**config.mk**
```make
export PLATFORM = sky130hd
export DESIGN_NAME = rw_turn_arbiter
export DESIGN_NICKNAME = d
export VERILOG_FILES = /design/src/rtl/rw_arb_pkg.sv /design/src/rtl/rw_arb_datapath.sv /design/src/rtl/rw_arb_control.sv /design/src/rtl/rw_turn_arbiter.sv
export SDC_FILE = /design/constraint.sdc
export NUM_CORES = 1
export LEC_CHECK = 0
export BUFFER_PORTS_ARGS = -buffer_cell sky130_fd_sc_hd__buf_2
export CELL_PAD_IN_SITES_DETAIL_PLACEMENT = 1
export CELL_PAD_IN_SITES_GLOBAL_PLACEMENT = 2
export CORE_UTILIZATION = 30
export CTS_BUF_LIST = sky130_fd_sc_hd__clkbuf_16
export CTS_CLUSTER_DIAMETER = 200
export DETAILED_ROUTE_END_ITERATION = 12
export GPL_TIMING_DRIVEN = 0
export MAX_ROUTING_LAYER = met4
export PLACE_DENSITY_LB_ADDON = 0.1
export SYNTH_ARGS = -nofsm -noshare
export SYNTH_HDL_FRONTEND = slang
export SYNTH_HIERARCHICAL = 1
export SYNTH_SLANG_ARGS = --single-unit
```
**constraint.sdc**
```tcl
create_clock -name clk -period 7.01 [get_ports clk]
set_input_delay 1.402 -clock clk [delete_from_list [all_inputs] [get_ports clk]]
set_output_delay 1.402 -clock clk [all_outputs]
set_load 0.05 [all_outputs]
```
**src/rtl/rw_arb_pkg.sv**
```systemverilog
package rw_arb_pkg;

  // Current orientation of the shared data bus.
  typedef enum logic {
    DIR_READ  = 1'b0,
    DIR_WRITE = 1'b1
  } busDir_e;

  // Strobes from the control module to the counter datapath.
  typedef struct packed {
    logic takeWrite;   // a write request enters the buffer
    logic issueWrite;  // a buffered write is granted onto the bus
    logic startTurn;   // a bus direction change begins
  } arbStrobe_t;

endpackage

```
**src/rtl/rw_arb_datapath.sv**
```systemverilog
module rw_arb_datapath
  import rw_arb_pkg::*;
#(
  parameter int DEPTH       = 16,
  parameter int TURN_CYCLES = 3,
  localparam int CNT_W      = $clog2(DEPTH + 1),
  localparam int TURN_W     = (TURN_CYCLES > 1) ? $clog2(TURN_CYCLES) : 1
) (
  input  logic             clk,
  input  logic             rstN,
  input  arbStrobe_t       strobe,
  output logic [CNT_W-1:0] occupancy,
  output logic [CNT_W-1:0] occNext,
  output logic             bufFull,
  output logic             turnBusy
);

  localparam logic [CNT_W-1:0]  DEPTH_C     = CNT_W'(DEPTH);
  localparam logic [TURN_W-1:0] TURN_LOAD_C = TURN_W'(TURN_CYCLES - 1);

  logic [CNT_W-1:0]  occReg;
  logic [TURN_W-1:0] turnCnt;
  logic [CNT_W-1:0]  incAmt;
  logic [CNT_W-1:0]  decAmt;

  // Occupancy arithmetic: one in and one out may happen in the same cycle.
  always_comb begin
    incAmt  = CNT_W'(strobe.takeWrite);
    decAmt  = CNT_W'(strobe.issueWrite);
    occNext = occReg + incAmt - decAmt;
  end

  always_ff @(posedge clk) begin
    if (!rstN) begin
      occReg <= '0;
    end else begin
      occReg <= occNext;
    end
  end

  // Turnaround counter. It is loaded in the cycle the direction changes,
  // and that cycle is already the first dead cycle.
  always_ff @(posedge clk) begin
    if (!rstN) begin
      turnCnt <= '0;
    end else if (strobe.startTurn) begin
      turnCnt <= TURN_LOAD_C;
    end else if (turnCnt != '0) begin
      turnCnt <= turnCnt - TURN_W'(1);
    end
  end

  assign occupancy = occReg;
  assign bufFull   = (occReg == DEPTH_C);
  assign turnBusy  = (turnCnt != '0);

  // the counter stays inside the buffer.
  assert_occ_bound_R2: assert property (@(posedge clk) disable iff (!rstN)
    occReg <= DEPTH_C);

  // no write issues from an empty buffer.
  assert_no_underflow_R2: assert property (@(posedge clk) disable iff (!rstN)
    strobe.issueWrite |-> (occReg != '0));

  // a full buffer never takes another write.
  assert_no_overflow_R3: assert property (@(posedge clk) disable iff (!rstN)
    strobe.takeWrite |-> !bufFull);

  // the counter moves by exactly the two strobes.
  assert_occ_step_R2: assert property (@(posedge clk) disable iff (!rstN)
    (strobe.takeWrite && !strobe.issueWrite) |=> (occReg == $past(occReg) + CNT_W'(1)));

  // a new turnaround never starts while one is still running.
  assert_turn_single_R8: assert property (@(posedge clk) disable iff (!rstN)
    strobe.startTurn |-> !turnBusy);

endmodule

```
**src/rtl/rw_arb_control.sv**
```systemverilog
module rw_arb_control
  import rw_arb_pkg::*;
#(
  parameter int DEPTH     = 16,
  parameter int HIGH_MARK = 12,
  parameter int LOW_MARK  = 4,
  localparam int CNT_W    = $clog2(DEPTH + 1)
) (
  input  logic             clk,
  input  logic             rstN,
  input  logic             rdValid,
  input  logic             wrValid,
  input  logic [CNT_W-1:0] occupancy,
  input  logic [CNT_W-1:0] occNext,
  input  logic             bufFull,
  input  logic             turnBusy,
  output arbStrobe_t       strobe,
  output logic             rdReady,
  output logic             wrReady,
  output logic             grantValid,
  output logic             grantWrite
);

  localparam logic [CNT_W-1:0] HIGH_C = CNT_W'(HIGH_MARK);
  localparam logic [CNT_W-1:0] LOW_C  = CNT_W'(LOW_MARK);

  busDir_e busDir;
  busDir_e wantDir;
  logic    wantValid;
  logic    canAct;
  logic    drainMode;
  logic    drainNext;
  logic    hasWrites;

  // Direction wanted this cycle. The drain phase forces writes. Otherwise
  // reads come first, and buffered writes fill the idle read slots.
  always_comb begin
    hasWrites = (occupancy != '0);
    wantValid = 1'b0;
    wantDir   = DIR_READ;
    if (drainMode) begin
      wantValid = hasWrites;
      wantDir   = DIR_WRITE;
    end else if (rdValid) begin
      wantValid = 1'b1;
      wantDir   = DIR_READ;
    end else if (hasWrites) begin
      wantValid = 1'b1;
      wantDir   = DIR_WRITE;
    end
  end

  // Grant, or begin a turnaround, only when the dead time has run out.
  always_comb begin
    canAct     = wantValid && !turnBusy;
    grantValid = canAct && (wantDir == busDir);
    grantWrite = grantValid && (busDir == DIR_WRITE);
    rdReady    = grantValid && (busDir == DIR_READ);
    wrReady    = !bufFull;

    strobe.takeWrite  = wrValid && !bufFull;
    strobe.issueWrite = grantWrite;
    strobe.startTurn  = canAct && (wantDir != busDir);
  end

  // Hysteresis between the two marks, evaluated on the next occupancy.
  always_comb begin
    if (drainMode) begin
      drainNext = (occNext > LOW_C);
    end else begin
      drainNext = (occNext >= HIGH_C);
    end
  end

  always_ff @(posedge clk) begin
    if (!rstN) begin
      busDir    <= DIR_READ;
      drainMode <= 1'b0;
    end else begin
      drainMode <= drainNext;
      if (strobe.startTurn) begin
        busDir <= wantDir;
      end
    end
  end

  // reads are held while draining.
  assert_drain_holds_reads_R6: assert property (@(posedge clk) disable iff (!rstN)
    drainMode |-> !rdReady);

  // draining begins only at or above the high mark.
  assert_drain_entry_R6: assert property (@(posedge clk) disable iff (!rstN)
    $rose(drainMode) |-> (occupancy >= HIGH_C));

  // draining ends only at or below the low mark.
  assert_drain_exit_R7: assert property (@(posedge clk) disable iff (!rstN)
    $fell(drainMode) |-> (occupancy <= LOW_C));

  // nothing is granted during dead cycles.
  assert_turn_blocks_R8: assert property (@(posedge clk) disable iff (!rstN)
    turnBusy |-> !grantValid);

  // a read grant always answers a valid read.
  assert_read_has_req_R4: assert property (@(posedge clk) disable iff (!rstN)
    rdReady |-> rdValid);

  // one command per cycle, with a consistent direction flag.
  assert_one_grant_R9: assert property (@(posedge clk) disable iff (!rstN)
    $countones({rdReady, grantWrite}) == {31'd0, grantValid});

endmodule

```
**src/rtl/rw_turn_arbiter.sv**
```systemverilog
module rw_turn_arbiter
  import rw_arb_pkg::*;
#(
  parameter int DEPTH       = 16,
  parameter int HIGH_MARK   = 12,
  parameter int LOW_MARK    = 4,
  parameter int TURN_CYCLES = 3,
  localparam int CNT_W      = $clog2(DEPTH + 1),
  localparam int GAP_W      = $clog2(TURN_CYCLES + 1)
) (
  input  logic             clk,
  input  logic             rstN,
  input  logic             rdValid,
  output logic             rdReady,
  input  logic             wrValid,
  output logic             wrReady,
  output logic [CNT_W-1:0] wrOccupancy,
  output logic             grantValid,
  output logic             grantWrite
);

  arbStrobe_t       strobe;
  logic [CNT_W-1:0] occupancy;
  logic [CNT_W-1:0] occNext;
  logic             bufFull;
  logic             turnBusy;

  rw_arb_control #(
    .DEPTH     (DEPTH),
    .HIGH_MARK (HIGH_MARK),
    .LOW_MARK  (LOW_MARK)
  ) i_control (
    .clk        (clk),
    .rstN       (rstN),
    .rdValid    (rdValid),
    .wrValid    (wrValid),
    .occupancy  (occupancy),
    .occNext    (occNext),
    .bufFull    (bufFull),
    .turnBusy   (turnBusy),
    .strobe     (strobe),
    .rdReady    (rdReady),
    .wrReady    (wrReady),
    .grantValid (grantValid),
    .grantWrite (grantWrite)
  );

  rw_arb_datapath #(
    .DEPTH       (DEPTH),
    .TURN_CYCLES (TURN_CYCLES)
  ) i_datapath (
    .clk       (clk),
    .rstN      (rstN),
    .strobe    (strobe),
    .occupancy (occupancy),
    .occNext   (occNext),
    .bufFull   (bufFull),
    .turnBusy  (turnBusy)
  );

  assign wrOccupancy = occupancy;

  // Gap tracker for the turnaround check. It counts idle cycles since the
  // last grant and saturates at TURN_CYCLES.
  localparam logic [GAP_W-1:0] GAP_MAX_C = GAP_W'(TURN_CYCLES);

  logic [GAP_W-1:0] idleSince;
  logic             lastWasWrite;
  logic             seenGrant;

  always_ff @(posedge clk) begin
    if (!rstN) begin
      idleSince    <= '0;
      lastWasWrite <= 1'b0;
      seenGrant    <= 1'b0;
    end else if (grantValid) begin
      idleSince    <= '0;
      lastWasWrite <= grantWrite;
      seenGrant    <= 1'b1;
    end else if (idleSince != GAP_MAX_C) begin
      idleSince <= idleSince + GAP_W'(1);
    end
  end

  // a grant in the opposite direction follows at least TURN_CYCLES idle cycles.
  assert_turn_gap_R8: assert property (@(posedge clk) disable iff (!rstN)
    (grantValid && seenGrant && (grantWrite != lastWasWrite)) |-> (idleSince == GAP_MAX_C));

  // an accepted write never finds the counter at the limit.
  assert_accept_room_R3: assert property (@(posedge clk) disable iff (!rstN)
    (wrValid && wrReady) |-> (wrOccupancy != CNT_W'(DEPTH)));

endmodule

```
==> qor.yml <==
ys_ff_latch: 9
htreeDepth: 1
async_flop_share_pct: 0
nets: 97
fmax_ghz: 0.278
worstHoldPathCells: 1
grt_pass1_vias: 514
finalSetupTns_ns: 0
first_pass_iters: 2
fin_skew_ns: 0.000385
setup_ws_ns: 3.42
critPathMostFrequentCell: "buf_2"
synth_edf_count: 0
track_usage_pct: 15.0
synth_top_cells_by_count: "inv_1 (12), dfxtp_1 (9), ha_1 (6)"
r2r_slack_ns: 4.03
antenna_cells: 0
setup_viol: 0
drive_gt1_share_pct: 25.9
yosysUniqueCellTypes: 31
endpoint_kind: "output port"
dp_hpwl_microns: 1020
core_sq_um: 1800
rsz0062_at_grt: "no"
crit_required_ns: 5.61
maxSlewViolCount: 0
path_cells: "buf_2, nand2b_1, nor3_1, o21bai_1, buf_2"
clk_path_buf_depth: 2
yosysTopAreaCell: "dfxtp_1"
hold_viol_final: 0
wirelength_microns: 1240
syn_inst: 69
crit_slowest_cell: "buf_2"
r2r_start: "i_datapath/occupancy[4]"
cts_setup_buffers: 0
io_buffers: 12
cts_root_buf: "clkbuf_16"
detail-route-antenna-nets: 0
r2r_end: "i_control/drainMode"
die_y_microns: 46.9
min_period_ns: 3.59
worst_setup_path_start_kind: "input pin"
cts_sinks: 9
status: "finished clean"
numCtsBuffers: 3
worstPathArrival_ns: 2.19
period_share_pct: 51.2
grt_overflow: 0
ctsResizeCount: 0
crit_path_max_incr_delay_ns: 0.27
dieArea_sq_um: 2200
worst_slew_pin_slew_ns: 0.340
holdBufCountCts: 0
synth_top_area_share_pct: 29.8
antenna_found_initial: 0
max_cap_viol_count: 0
drc: 0
vias_per_cell: 4.66
grt_max_degree: 9
rows: 15
syn_area_per_cell_sq_um: 8.76
netlist_area_sq_um: 604
crit_type: "in -> out"
hp-class: "reg -> reg"
vias: 513
yosys_warnings: 6
worstHoldEndpoint: "i_datapath/turnCnt[0]"
place_worst_setup_slack_ns: 3.30
wl_per_cell_microns: 11.2
worstHoldStart: "i_datapath/turnCnt[0]"
synthFlopType: "dfxtp_1"
place_congestion: 0.739
syn2layout_area_growth_pct: 28.2
yosysSeqAreaShare_pct: 29.8
synth.most_common_cell: "inv_1"
relSlewSlack_pct: 77.1
crit_fanout: 5
cts_tree: "done"
yosys-top-cells-area: "dfxtp_1 (30%), ha_1 (12%), inv_1 (7.5%)"
ioPinCount: 13
synth_nets: 80
fp.dieW_microns: 46.9
grt_pass1_wl_microns: 2150
drt_iter0_drc: 1
ff2ff_path_depth: 14
clk-insertion-delay-late_ns: 0.23
clkSlewWorstSetupHoldPaths_ns: 0.04
initial_utilization_pct: 33.5
==> registers in the layout (all words and copies together), names as in the netlist <==
signal                cells
i_datapath/occupancy      5
i_datapath/turnCnt        2
i_control/busDir          1
i_control/drainMode       1
==> metal layers <==
layer  up-vias  part of all wire, %  global-route usage (%)
li1        261                    -                       -
met1       234                   49                    17.2
met5         -                    0                       -
met2        14                   44                    23.1
met3         4                  5.0                    4.62
met4         0                  2.0                    8.57
==> through the flow <==
step / area (sq um) / hold slack [ns] / cells / util (%)
after floorplan: 604 / 0.414 / 69 / -
after global placement: 696 / 0.425 / 106 / 38.6
after detailed placement: 696 / 0.443 / 106 / 38.6
after CTS: 774 / 0.448 / 110 / 43.0
after global routing: 774 / 0.457 / 110 / 43.0
final: 774 / 0.450 / 110 / 43.0
==> critical path, delay by kind of cell <==
family | cells | cell delay (ns)
and+or+nand+nor | 2 | 0.31
buffers and inverters | 2 | 0.34
AOI/OAI and AO/OA | 1 | 0.13
==> cell type report <==
type	instances	area, sq um
Fill cell	241	1030
Buffer	1	7.51
Clock inverter	1	3.75
Timing Repair Buffer	12	60.1
Sequential cell	9	180
Tap cell	25	31.3
Multi-Input combinational cell	47	372
Clock buffer	3	75.1
Inverter	12	45.0
==> worst max-delay path by stage <==
stage / from / slack [ns] / cells past startpoint / end
detailed placement: rdValid / 3.30 / 15 / i_control/drainMode
CTS: rdValid / 3.40 / 5 / grantValid
floorplan: rdValid / 2.43 / 3 / grantValid
global route: rdValid / 3.32 / 5 / grantValid
finish: rdValid / 3.42 / 5 / grantValid
global placement: rdValid / 3.31 / 15 / i_control/drainMode
==> cell usage in the layout (no fill, tap or decap), types with 3 or more instances in the layout <==
cell / instances
a21oi_1: 3
buf_2: 12
clkbuf_16: 3
dfxtp_1: 9
ha_1: 6
inv_1: 13
nand2_1: 3
nor2_1: 4
==> cell families (layout without fill, tap and decap cells) <==
| logic type | count (synthesis) | in the layout | share of synthesized area (%) |
|---|---|---|---|
| simple gates | 20 | 20 | 19.5 |
| compound gates | 14 | 14 | 17.2 |
| buf+inv | 13 | 29 | 8.70 |
| flops | 9 | 9 | 29.8 |
| fa+ha+maj | 7 | 7 | 15.7 |
| xor+xnor | 4 | 4 | 5.80 |
| mux | 2 | 2 | 3.31 |
Power is left out: the tool's default activity adds up to more than one toggle a clock period on the data nets, which glitch-free logic cannot reach.
